`src/rtl/fprm_pkg.sv`:
```
package fprm_pkg;
  localparam int RM_W   = 3;
  localparam int FLAG_W = 5;

  // Rounding-mode codes; values above MODE_MAX are unusable as a final mode.
  localparam logic [RM_W-1:0] MODE_NEAR_EVEN = 3'd0;
  localparam logic [RM_W-1:0] MODE_TO_ZERO   = 3'd1;
  localparam logic [RM_W-1:0] MODE_DOWN      = 3'd2;
  localparam logic [RM_W-1:0] MODE_UP        = 3'd3;
  localparam logic [RM_W-1:0] MODE_NEAR_MAX  = 3'd4;
  localparam logic [RM_W-1:0] MODE_MAX       = MODE_NEAR_MAX;
  localparam logic [RM_W-1:0] MODE_DYNAMIC   = 3'd7;

  // Accrued-flag bit positions.
  localparam int FLG_INEXACT   = 0;
  localparam int FLG_UNDERFLOW = 1;
  localparam int FLG_OVERFLOW  = 2;
  localparam int FLG_DIVZERO   = 3;
  localparam int FLG_INVALID   = 4;

  typedef struct packed {
    logic [RM_W-1:0] mode;
    logic            bad;
  } trk_ent_t;
endpackage

```
`src/rtl/fprm_resolve.sv`:
```
module fprm_resolve
  import fprm_pkg::*;
(
  input  logic [RM_W-1:0] rm_i,
  input  logic [RM_W-1:0] dyn_i,
  output logic [RM_W-1:0] mode_o,
  output logic            illegal_o
);
  logic [RM_W-1:0] src;

  always_comb begin
    src       = (rm_i == MODE_DYNAMIC) ? dyn_i : rm_i;
    illegal_o = (src > MODE_MAX);
    mode_o    = illegal_o ? MODE_NEAR_EVEN : src;
  end
endmodule

```
`src/rtl/fprm_track.sv`:
```
module fprm_track
  import fprm_pkg::*;
#(
  parameter int DEPTH = 4
) (
  input  logic     clk_i,
  input  logic     rst_ni,
  input  logic     push_i,
  input  trk_ent_t push_ent_i,
  input  logic     pop_i,
  output trk_ent_t head_o
);
  localparam int PTR_W = (DEPTH > 1) ? $clog2(DEPTH) : 1;
  localparam logic [PTR_W-1:0] LAST = PTR_W'(DEPTH - 1);

  logic [PTR_W-1:0] wr_q, wr_d, rd_q, rd_d;
  trk_ent_t         ent_q [DEPTH];

  always_comb begin
    wr_d = wr_q;
    rd_d = rd_q;
    if (push_i) wr_d = (wr_q == LAST) ? '0 : wr_q + 1'b1;
    if (pop_i)  rd_d = (rd_q == LAST) ? '0 : rd_q + 1'b1;
  end

  always_ff @(posedge clk_i or negedge rst_ni) begin
    if (!rst_ni) begin
      wr_q <= '0;
      rd_q <= '0;
    end else begin
      wr_q <= wr_d;
      rd_q <= rd_d;
    end
  end

  for (genvar i = 0; i < DEPTH; i++) begin : g_ent
    logic ld;
    assign ld = push_i && (wr_q == PTR_W'(i));
    always_ff @(posedge clk_i or negedge rst_ni) begin
      if (!rst_ni)  ent_q[i] <= '0;
      else if (ld)  ent_q[i] <= push_ent_i;
    end
  end

  assign head_o = ent_q[rd_q];
endmodule

```
`src/rtl/fprm_csr.sv`:
```
module fprm_csr
  import fprm_pkg::*;
(
  input  logic              clk_i,
  input  logic              rst_ni,
  input  logic              wen_i,
  input  logic              sel_i,
  input  logic [FLAG_W-1:0] wdata_i,
  input  logic              merge_i,
  input  logic [FLAG_W-1:0] merge_bits_i,
  output logic [RM_W-1:0]   dyn_o,
  output logic [FLAG_W-1:0] flags_o
);
  logic [RM_W-1:0]   dyn_q, dyn_d;
  logic [FLAG_W-1:0] flg_q, flg_d;
  logic              dyn_en, flg_en;

  always_comb begin
    dyn_en = wen_i && !sel_i;
    dyn_d  = wdata_i[RM_W-1:0];
    // Software write first, merge applied on top of it.
    flg_d  = (wen_i && sel_i) ? wdata_i : flg_q;
    if (merge_i) flg_d = flg_d | merge_bits_i;
    flg_en = (wen_i && sel_i) || merge_i;
  end

  always_ff @(posedge clk_i or negedge rst_ni) begin
    if (!rst_ni)     dyn_q <= '0;
    else if (dyn_en) dyn_q <= dyn_d;
  end

  always_ff @(posedge clk_i or negedge rst_ni) begin
    if (!rst_ni)     flg_q <= '0;
    else if (flg_en) flg_q <= flg_d;
  end

  assign dyn_o   = dyn_q;
  assign flags_o = flg_q;
endmodule

```
`src/rtl/fprm_flag_ctrl.sv`:
```
module fprm_flag_ctrl
  import fprm_pkg::*;
#(
  parameter int DEPTH = 4
) (
  input  logic              clk_i,
  input  logic              rst_ni,
  input  logic              iss_valid_i,
  input  logic [RM_W-1:0]   iss_rm_i,
  output logic [RM_W-1:0]   eff_mode_o,
  output logic              fault_o,
  input  logic              cmp_valid_i,
  input  logic [FLAG_W-1:0] cmp_exc_i,
  output logic [RM_W-1:0]   head_mode_o,
  output logic              wb_en_o,
  input  logic              csr_wen_i,
  input  logic              csr_sel_i,
  input  logic [FLAG_W-1:0] csr_wdata_i,
  output logic [FLAG_W-1:0] csr_rdata_o
);
  logic [RM_W-1:0]   frm_w;
  logic [FLAG_W-1:0] fflags_w;
  logic [RM_W-1:0]   res_mode;
  logic              res_bad;
  trk_ent_t          new_ent, head_ent;
  logic              merge_en;

  fprm_resolve u_res (
    .rm_i     (iss_rm_i),
    .dyn_i    (frm_w),
    .mode_o   (res_mode),
    .illegal_o(res_bad)
  );

  always_comb begin
    new_ent.mode = res_mode;
    new_ent.bad  = res_bad;
  end

  fprm_track #(.DEPTH(DEPTH)) u_trk (
    .clk_i     (clk_i),
    .rst_ni    (rst_ni),
    .push_i    (iss_valid_i),
    .push_ent_i(new_ent),
    .pop_i     (cmp_valid_i),
    .head_o    (head_ent)
  );

  assign merge_en = cmp_valid_i && !head_ent.bad;

  fprm_csr u_csr (
    .clk_i       (clk_i),
    .rst_ni      (rst_ni),
    .wen_i       (csr_wen_i),
    .sel_i       (csr_sel_i),
    .wdata_i     (csr_wdata_i),
    .merge_i     (merge_en),
    .merge_bits_i(cmp_exc_i),
    .dyn_o       (frm_w),
    .flags_o     (fflags_w)
  );

  assign eff_mode_o  = res_mode;
  assign fault_o     = iss_valid_i && res_bad;
  assign head_mode_o = head_ent.mode;
  assign wb_en_o     = merge_en;
  assign csr_rdata_o = csr_sel_i ? fflags_w : {{(FLAG_W-RM_W){1'b0}}, frm_w};
endmodule

```
`config.mk`:
```
export PLATFORM = sky130hd
export DESIGN_NAME = fprm_flag_ctrl
export DESIGN_NICKNAME = d
export VERILOG_FILES = /design/src/rtl/fprm_pkg.sv /design/src/rtl/fprm_resolve.sv /design/src/rtl/fprm_track.sv /design/src/rtl/fprm_csr.sv /design/src/rtl/fprm_flag_ctrl.sv
export SDC_FILE = /design/constraint.sdc
export NUM_CORES = 1
export LEC_CHECK = 0
export ABC_AREA = 1
export CAP_MARGIN = 0
export CORE_ASPECT_RATIO = 1.1
export CORE_MARGIN = 8
export CORE_UTILIZATION = 45
export DETAILED_ROUTE_END_ITERATION = 6
export GPL_ROUTABILITY_DRIVEN = 0
export HOLD_SLACK_MARGIN = 0.15
export PLACE_DENSITY = 0.72
export SLEW_MARGIN = 25
export SYNTH_ARGS = -nofsm -noshare
export SYNTH_HDL_FRONTEND = slang
export SYNTH_SLANG_ARGS = --single-unit
```
`constraint.sdc`:
```
create_clock -name clk_i -period 2.5 [get_ports clk_i]
set_input_delay 0.5 -clock clk_i [delete_from_list [all_inputs] [get_ports clk_i]]
set_output_delay 0.5 -clock clk_i [all_outputs]
set_load 0.01 [all_outputs]
```
==> summary.md, run 1 <==
| Metric | Value |
|---|---|
| Startpoint type of the worst setup path | `flip-flop` |
| Hold-critical path depth | `2` |
| Global routing met1 resource utilization | `0.1802` |
| Outcome | `complete, no violations` |
| Logic depth of the worst register-to-register path | `6` |
| Clock transition at path regs | `0.15 ns` |
| Width of the die | `70.17 um` |
| Launch instance of the worst register-to-register path | `u_trk.wr_q[0]` |
| PwrDens | `928.6 nW/um^2` |
| Via density per instance | `5.184` |
| Cell at the root of the clock tree | `clkbuf_4` |
| Number of global-route vias before repair | `1428` |
| Arrival @ worst endpoint | `1.80 ns` |
| Final max-slew violation count | `0` |
| Number of warnings printed during yosys synthesis | `0` |
| Number of buffers on the longest clock path | `2` |
| Post-DP HPWL | `2922 um` |
| Largest driver fanout on the critical path | `6` |
| Crit Path Class | `reg -> out` |
| Max-capacitance violation count | `0` |
| Number of register bits inferred by synthesis | `28` |
| Critical path endpoint category | `output port` |
| Post-Place Setup Slack | `-0.04507 ns` |
| Final core utilization | `0.6353` |
| Critical hold path startpoint | `u_trk.ent_q[10]` |
| Number of antenna cells inserted | `0` |
| Vias after detailed routing | `1353` |
| IO Count | `32` |
| Smallest setup slack after layout | `0.2033 ns` |
| Antenna violations before repair | `0` |
| Final #Nets | `252` |
| Largest net degree at the start of global routing | `29` |
| Average instance area after synthesis | `7.982 um^2` |
| Setup repair after global routing missed its margin | `false` |
| Die area | `5304 um^2` |
| Relative max-transition margin | `0.7655` |
| Static leakage | `0.001058 uW` |
| Actual transition at the worst max-transition pin | `0.3517 ns` |
| Die extent in y | `75.59 um` |
| Detailed-router iteration count before antenna repair | `4` |
| Skew final | `0.007895 ns` |
| Worst Path Required | `2.00 ns` |
| Total setup violations reported at the end of the flow | `0` |
| Type of the worst min-delay path | `reg -> reg` |
| Minimum period implied by the final worst setup slack | `2.297 ns` |
| CTS Buf Count | `3` |
| Fraction of final layout cells sized beyond drive strength 1 | `0.1233` |
| Hold bufs inserted after CTS | `0` |
| Effective utilization at floorplan | `0.4725` |
| Post-Synthesis Cells | `182` |
| Synthesized cell area | `1453 um^2` |
| Worst IR drop on VDD | `484.7 uV` |
| Highest-utilization routing layer at the global route stage | `met2` |
| Final hold violations | `0` |
| Number of H-tree branching levels | `1` |
| Routed length per placed instance | `14.41 um` |
| Startpoint of the worst setup timing path | `u_trk.rd_q[0]` |
| Gr usage total | `0.1537` |
| Area delta synth->final | `34.45%` |
| Clock network latency to the later pin of the worst-skew pair | `0.33 ns` |
| Residual overflow from global routing | `0` |
| Synth unique cells | `23` |
| TritonCTS sink count | `28` |
| Design area | `1953 um^2` |
| Critical register-to-register path endpoint | `u_trk.ent_q[4]` |
| # DRC | `0` |
| Maximum frequency from static timing analysis | `435.4 MHz` |
| Worst Hold End | `u_trk.ent_q[10]` |
| Global Route met3 Usage | `0.03385` |
| Residual antenna-violating net count after detailed routing | `0` |
| Register-to-register path setup slack | `1.24 ns` |
| Sequential share of the synthesized area | `0.4823` |
| Commonest non-fill, non-tap cell in the layout | `nand2_1` |
| TritonCTS clock tree | `done` |
| Core Rows | `21` |
| Global-route wire length before repair | `6706 um` |
| Std-Cell Core Area | `3074 um^2` |
| Cell area reported after detailed placement | `1876 um^2` |
| Starting DRT DRC Count | `55` |
| GR Layer Usage met2 | `0.2731` |
| Synth Net Count | `206` |
| Routed wire length | `3762 um` |
| Fraction of the cycle the final worst path needs | `0.9187` |
| Commonest non-fill, non-tap cells in the layout | `nand2_1, dfrtp_1, clkdlybuf4s50_1` |
| IO Port Bufs | `31` |
-- synth_stat cells, drive strengths merged --
cell type   n  share of area
nand2      70           0.18
dfrtp      28           0.48
inv        16          0.041
o21ai      15          0.052
nand3      13          0.045
nor2       13          0.050
ha          5          0.043
buf         4          0.020
nand4       4          0.017
a21oi       3          0.010
mux2i       3          0.021
o22ai       3          0.013
a21boi      1         0.0052
and3        1         0.0043
clkbuf      1         0.0026
mux2        1         0.0078
nor3        1         0.0034
-- metrics by stage --
stage	power [uW]	instances	setup TNS (ns)	hold slack [ns]
after floorplan	1173	182	0	0.2044
after global routing	1982	261	0	0.5279
after detailed placement	1503	254	-0.1078	0.4637
after CTS	1802	258	0	0.5015
final	1814	261	0	0.4998
after global placement	1460	254	-0.02260	0.4606
-- flip-flops by register name, indices dropped and copies added, names as in the netlist --
| signal | count |
|---|---|
| u_csr.dyn_o | 3 |
| u_csr.flags_o | 5 |
| u_trk.ent_q | 16 |
| u_trk.rd_q | 2 |
| u_trk.wr_q | 2 |
-- worst max-delay path, stage by stage, from the launching register on --
cell and delay, ns:
dfrtp_2 0.45, buf_4 0.14, o21ai_0 0.10, o22ai_1 0.20
clkdlybuf4s50_1 0.57
-- power breakdown --
part	internal [uW]	leakage [uW]	switching, uW
Clock	162	0.0000279	135
Combinational	356	0.000686	410
Sequential	629	0.000344	122
-- worst max-delay path by stage --
stage,slack [ns],end,cells after the start
after floorplan,0.85,eff_mode_o[2],4
after global placement,-0.02,eff_mode_o[0],7
after detailed placement,-0.05,eff_mode_o[0],7
after CTS,0.02,csr_rdata_o[2],4
after global routing,0.02,head_mode_o[2],4
final,0.20,head_mode_o[2],4
-- layout make-up --
| cell class | count | area, um^2 |
|---|---|---|
| Fill cell | 259 | 1121 |
| Sequential cell | 28 | 703.2 |
| Multi-Input combinational cell | 133 | 659.4 |
| Timing Repair Buffer | 46 | 435.4 |
| Inverter | 16 | 60.06 |
| Tap cell | 34 | 42.54 |
| Clock inverter | 1 | 30.03 |
| Clock buffer | 3 | 22.52 |
-- logic make-up after synthesis --
| logic type | synth area share |
|---|---|
| simple gates | 0.3023 |
| buf+inv | 0.06373 |
| flops | 0.4823 |
| mux | 0.02842 |
| compound gates | 0.08010 |
| fa+ha+maj | 0.04307 |
-- layer usage --
| layer | routed length [um] | share of wire | vias to the layer above |
|---|---|---|---|
| met3 | 236 | 0.063 | 6 |
| met4 | 42 | 0.011 | 0 |
| met5 | 0 | 0 | - |
| met2 | 1859 | 0.49 | 40 |
| met1 | 1623 | 0.43 | 633 |
| li1 | - | - | 674 |
-- repair_timing --
action | CTS | global route
resized for setup | 5 | 3
endpoints found under the setup margin | 5 | 3
buffers inserted | 0 | 3
(Power assumes the default switching activity.)
==> inputs of run 2 (changes only) <==
--- a/config.mk
+++ b/config.mk
@@ -6,6 +6,7 @@
 export NUM_CORES = 1
 export LEC_CHECK = 0
 export ABC_AREA = 1
+export ABC_CLOCK_PERIOD_IN_PS = 2500
 export CAP_MARGIN = 0
 export CORE_ASPECT_RATIO = 1.1
 export CORE_MARGIN = 8
@@ -14,6 +15,7 @@
 export GPL_ROUTABILITY_DRIVEN = 0
 export HOLD_SLACK_MARGIN = 0.15
 export PLACE_DENSITY = 0.72
+export SKIP_LAST_GASP = 1
 export SLEW_MARGIN = 25
 export SYNTH_ARGS = -nofsm -noshare
 export SYNTH_HDL_FRONTEND = slang
==> run 2 against run 1 <==
Effect of this change:
- global-route usage unchanged
- register-to-register slack barely moved
- worst setup slack lost 0.081 ns
- sequential share of layout area about the same
- clock power about the same
- die area did not move
- power up 0.11%
- clock-buffer cell count stayed put
- first-iteration DRC count unchanged
==> summary.md, run 2 (synthesis gave the netlist of run 1 again) <==
| Metric | Value |
|---|---|
| Actual transition at the worst max-transition pin | `0.3517 ns` |
| Minimum period implied by the final worst setup slack | `2.377 ns` |
| Register-to-register path setup slack | `1.24 ns` |
| Max-capacitance violation count | `0` |
| Critical path endpoint category | `output port` |
| Startpoint type of the worst setup path | `flip-flop` |
| Relative max-transition margin | `0.7655` |
| Largest driver fanout on the critical path | `6` |
| Cell at the root of the clock tree | `clkbuf_4` |
| Total met2 wirelength after detailed routing | `1859 um` |
| Highest metal layer with signal wires | `met4` |
| IO Count | `32` |
| Commonest non-fill, non-tap cells in the layout | `nand2_1, clkdlybuf4s50_1, dfrtp_1` |
| TritonCTS sink count | `28` |
| Routed length per placed instance | `14.41 um` |
| # DRC | `0` |
| Worst Path Required | `2.00 ns` |
| Area delta synth->final | `34.28%` |
| Largest net degree at the start of global routing | `29` |
| Hold-critical path depth | `2` |
| Fraction of final layout cells sized beyond drive strength 1 | `0.1233` |
| Final hold violations | `0` |
| CTS Buf Count | `3` |
| Hold bufs inserted after CTS | `0` |
| Launch instance of the worst register-to-register path | `u_trk.wr_q[0]` |
| Fraction of the cycle the final worst path needs | `0.9510` |
| Antenna violations before repair | `0` |
| Gr usage total | `0.1537` |
| Logic depth of the worst register-to-register path | `6` |
| Number of antenna cells inserted | `0` |
| PwrDens | `930.8 nW/um^2` |
| Worst Hold End | `u_trk.ent_q[10]` |
| Final #Nets | `252` |
| Number of global-route vias before repair | `1428` |
| Outcome | `complete, no violations` |
| Critical hold path startpoint | `u_trk.ent_q[10]` |
| Worst Hold Margin | `0.4998 ns` |
| Detailed-router iteration count before antenna repair | `4` |
| Amount of wire on met3 after detailed routing | `233 um` |
| Number of buffers on the longest clock path | `2` |
| Maximum frequency from static timing analysis | `420.6 MHz` |
| Die area | `5304 um^2` |
| Effective utilization at floorplan | `0.4725` |
| Clock transition at path regs | `0.15 ns` |
| Crit Path Class | `reg -> out` |
| Starting DRT DRC Count | `55` |
| Clock network latency to the later pin of the worst-skew pair | `0.33 ns` |
| Post-DP HPWL | `2922 um` |
| TritonCTS clock tree | `done` |
| Std-Cell Core Area | `3074 um^2` |
| Commonest non-fill, non-tap cell in the layout | `nand2_1` |
| Total setup violations reported at the end of the flow | `0` |
| Skew final | `0.007895 ns` |
| Flip-flop count of the largest register, all copies and words added | `16` |
| IO Port Bufs | `31` |
| Number of cells in the design after placement | `254` |
| Final max-slew violation count | `0` |
| Core Rows | `21` |
| Number of H-tree branching levels | `1` |
| Setup repair after global routing missed its margin | `true` |
| Die extent in y | `75.59 um` |
| Residual antenna-violating net count after detailed routing | `0` |
| Width of the die | `70.17 um` |
| Via density per instance | `5.184` |
| Count of non-filler cells in the finished layout | `261` |
| Static leakage | `0.001046 uW` |
| Residual overflow from global routing | `0` |
| Critical register-to-register path endpoint | `u_trk.ent_q[4]` |
| Arrival @ worst endpoint | `1.88 ns` |
| Top reg by flops | `u_trk.ent_q` |
| Type of the worst min-delay path | `reg -> reg` |
| Routed wire length | `3760 um` |
| Global-route wire length before repair | `6706 um` |
| Worst IR drop on VDD | `496.4 uV` |
| Fin Setup TNS | `0 ns` |
| Vias after detailed routing | `1353` |
| Wire length the detailed router placed on met1 | `1624 um` |
## run 2: changes by cell type in the layout (fill, tap and decap cells not counted)
cell / before / now
dlymetal6s2s_1: 2 / 1
clkdlybuf4s50_1: 25 / 26
## run 2: stage by stage
| step | total power (uW) | instance area, um^2 | setup WS, ns | utilization |
|---|---|---|---|---|
| finish | 1816 | 1951 | 0.1226 | 0.6345 |
| global route | 1984 | 1951 | -0.01148 | 0.6345 |
| CTS | 1802 | 1924 | 0.02213 | 0.6260 |
| detailed placement | 1503 | 1876 | -0.04507 | 0.6101 |
| global placement | 1460 | 1876 | -0.02260 | 0.6101 |
| floorplan | 1173 | 1453 | 0.8537 | - |
## run 2: how the worst max path moves through the flow
stage,start,end,cells past startpoint,slack [ns]
after floorplan,iss_rm_i[0],eff_mode_o[2],4,0.85
after global placement,iss_rm_i[1],eff_mode_o[0],7,-0.02
after detailed placement,iss_rm_i[1],eff_mode_o[0],7,-0.05
after CTS,csr_sel_i,csr_rdata_o[2],4,0.02
after global routing,u_trk.rd_q[0],wb_en_o,5,-0.01
final,u_trk.rd_q[0],wb_en_o,5,0.12
## run 2: power breakdown
group	internal, uW	switching (uW)
Combinational	358	410
Clock	162	135
Sequential	629	122
## run 2: timing repair
| action | CTS | global route |
|---|---|---|
| endpoints found under the setup margin | 5 | 3 |
| hold endpoints to repair | 0 | 0 |
| setup buffers | 0 | 3 |
| resized for setup | 5 | 2 |
## run 2: cell type report
type | instances | area [um^2]
flip-flops and latches | 28 | 703.2
clock inverters | 1 | 30.03
inverters | 16 | 60.06
fillers | 260 | 1124
repair buffers | 46 | 432.9
clock buffers | 3 | 22.52
multi-input cells | 133 | 659.4
well taps | 34 | 42.54
## run 2: layer usage
layer	GRT usage	up-vias
li1	-	674
met4	0.05580	0
met1	0.1802	633
met3	0.03385	6
met5	0	-
met2	0.2731	40
## run 2: critical path, cell delays in order (launching register included)
cell and delay, ns:
dfrtp_2 0.48, buf_4 0.16, nand2_1 0.05, nand3_1 0.12
a21boi_0 0.19, clkdlybuf4s50_1 0.56
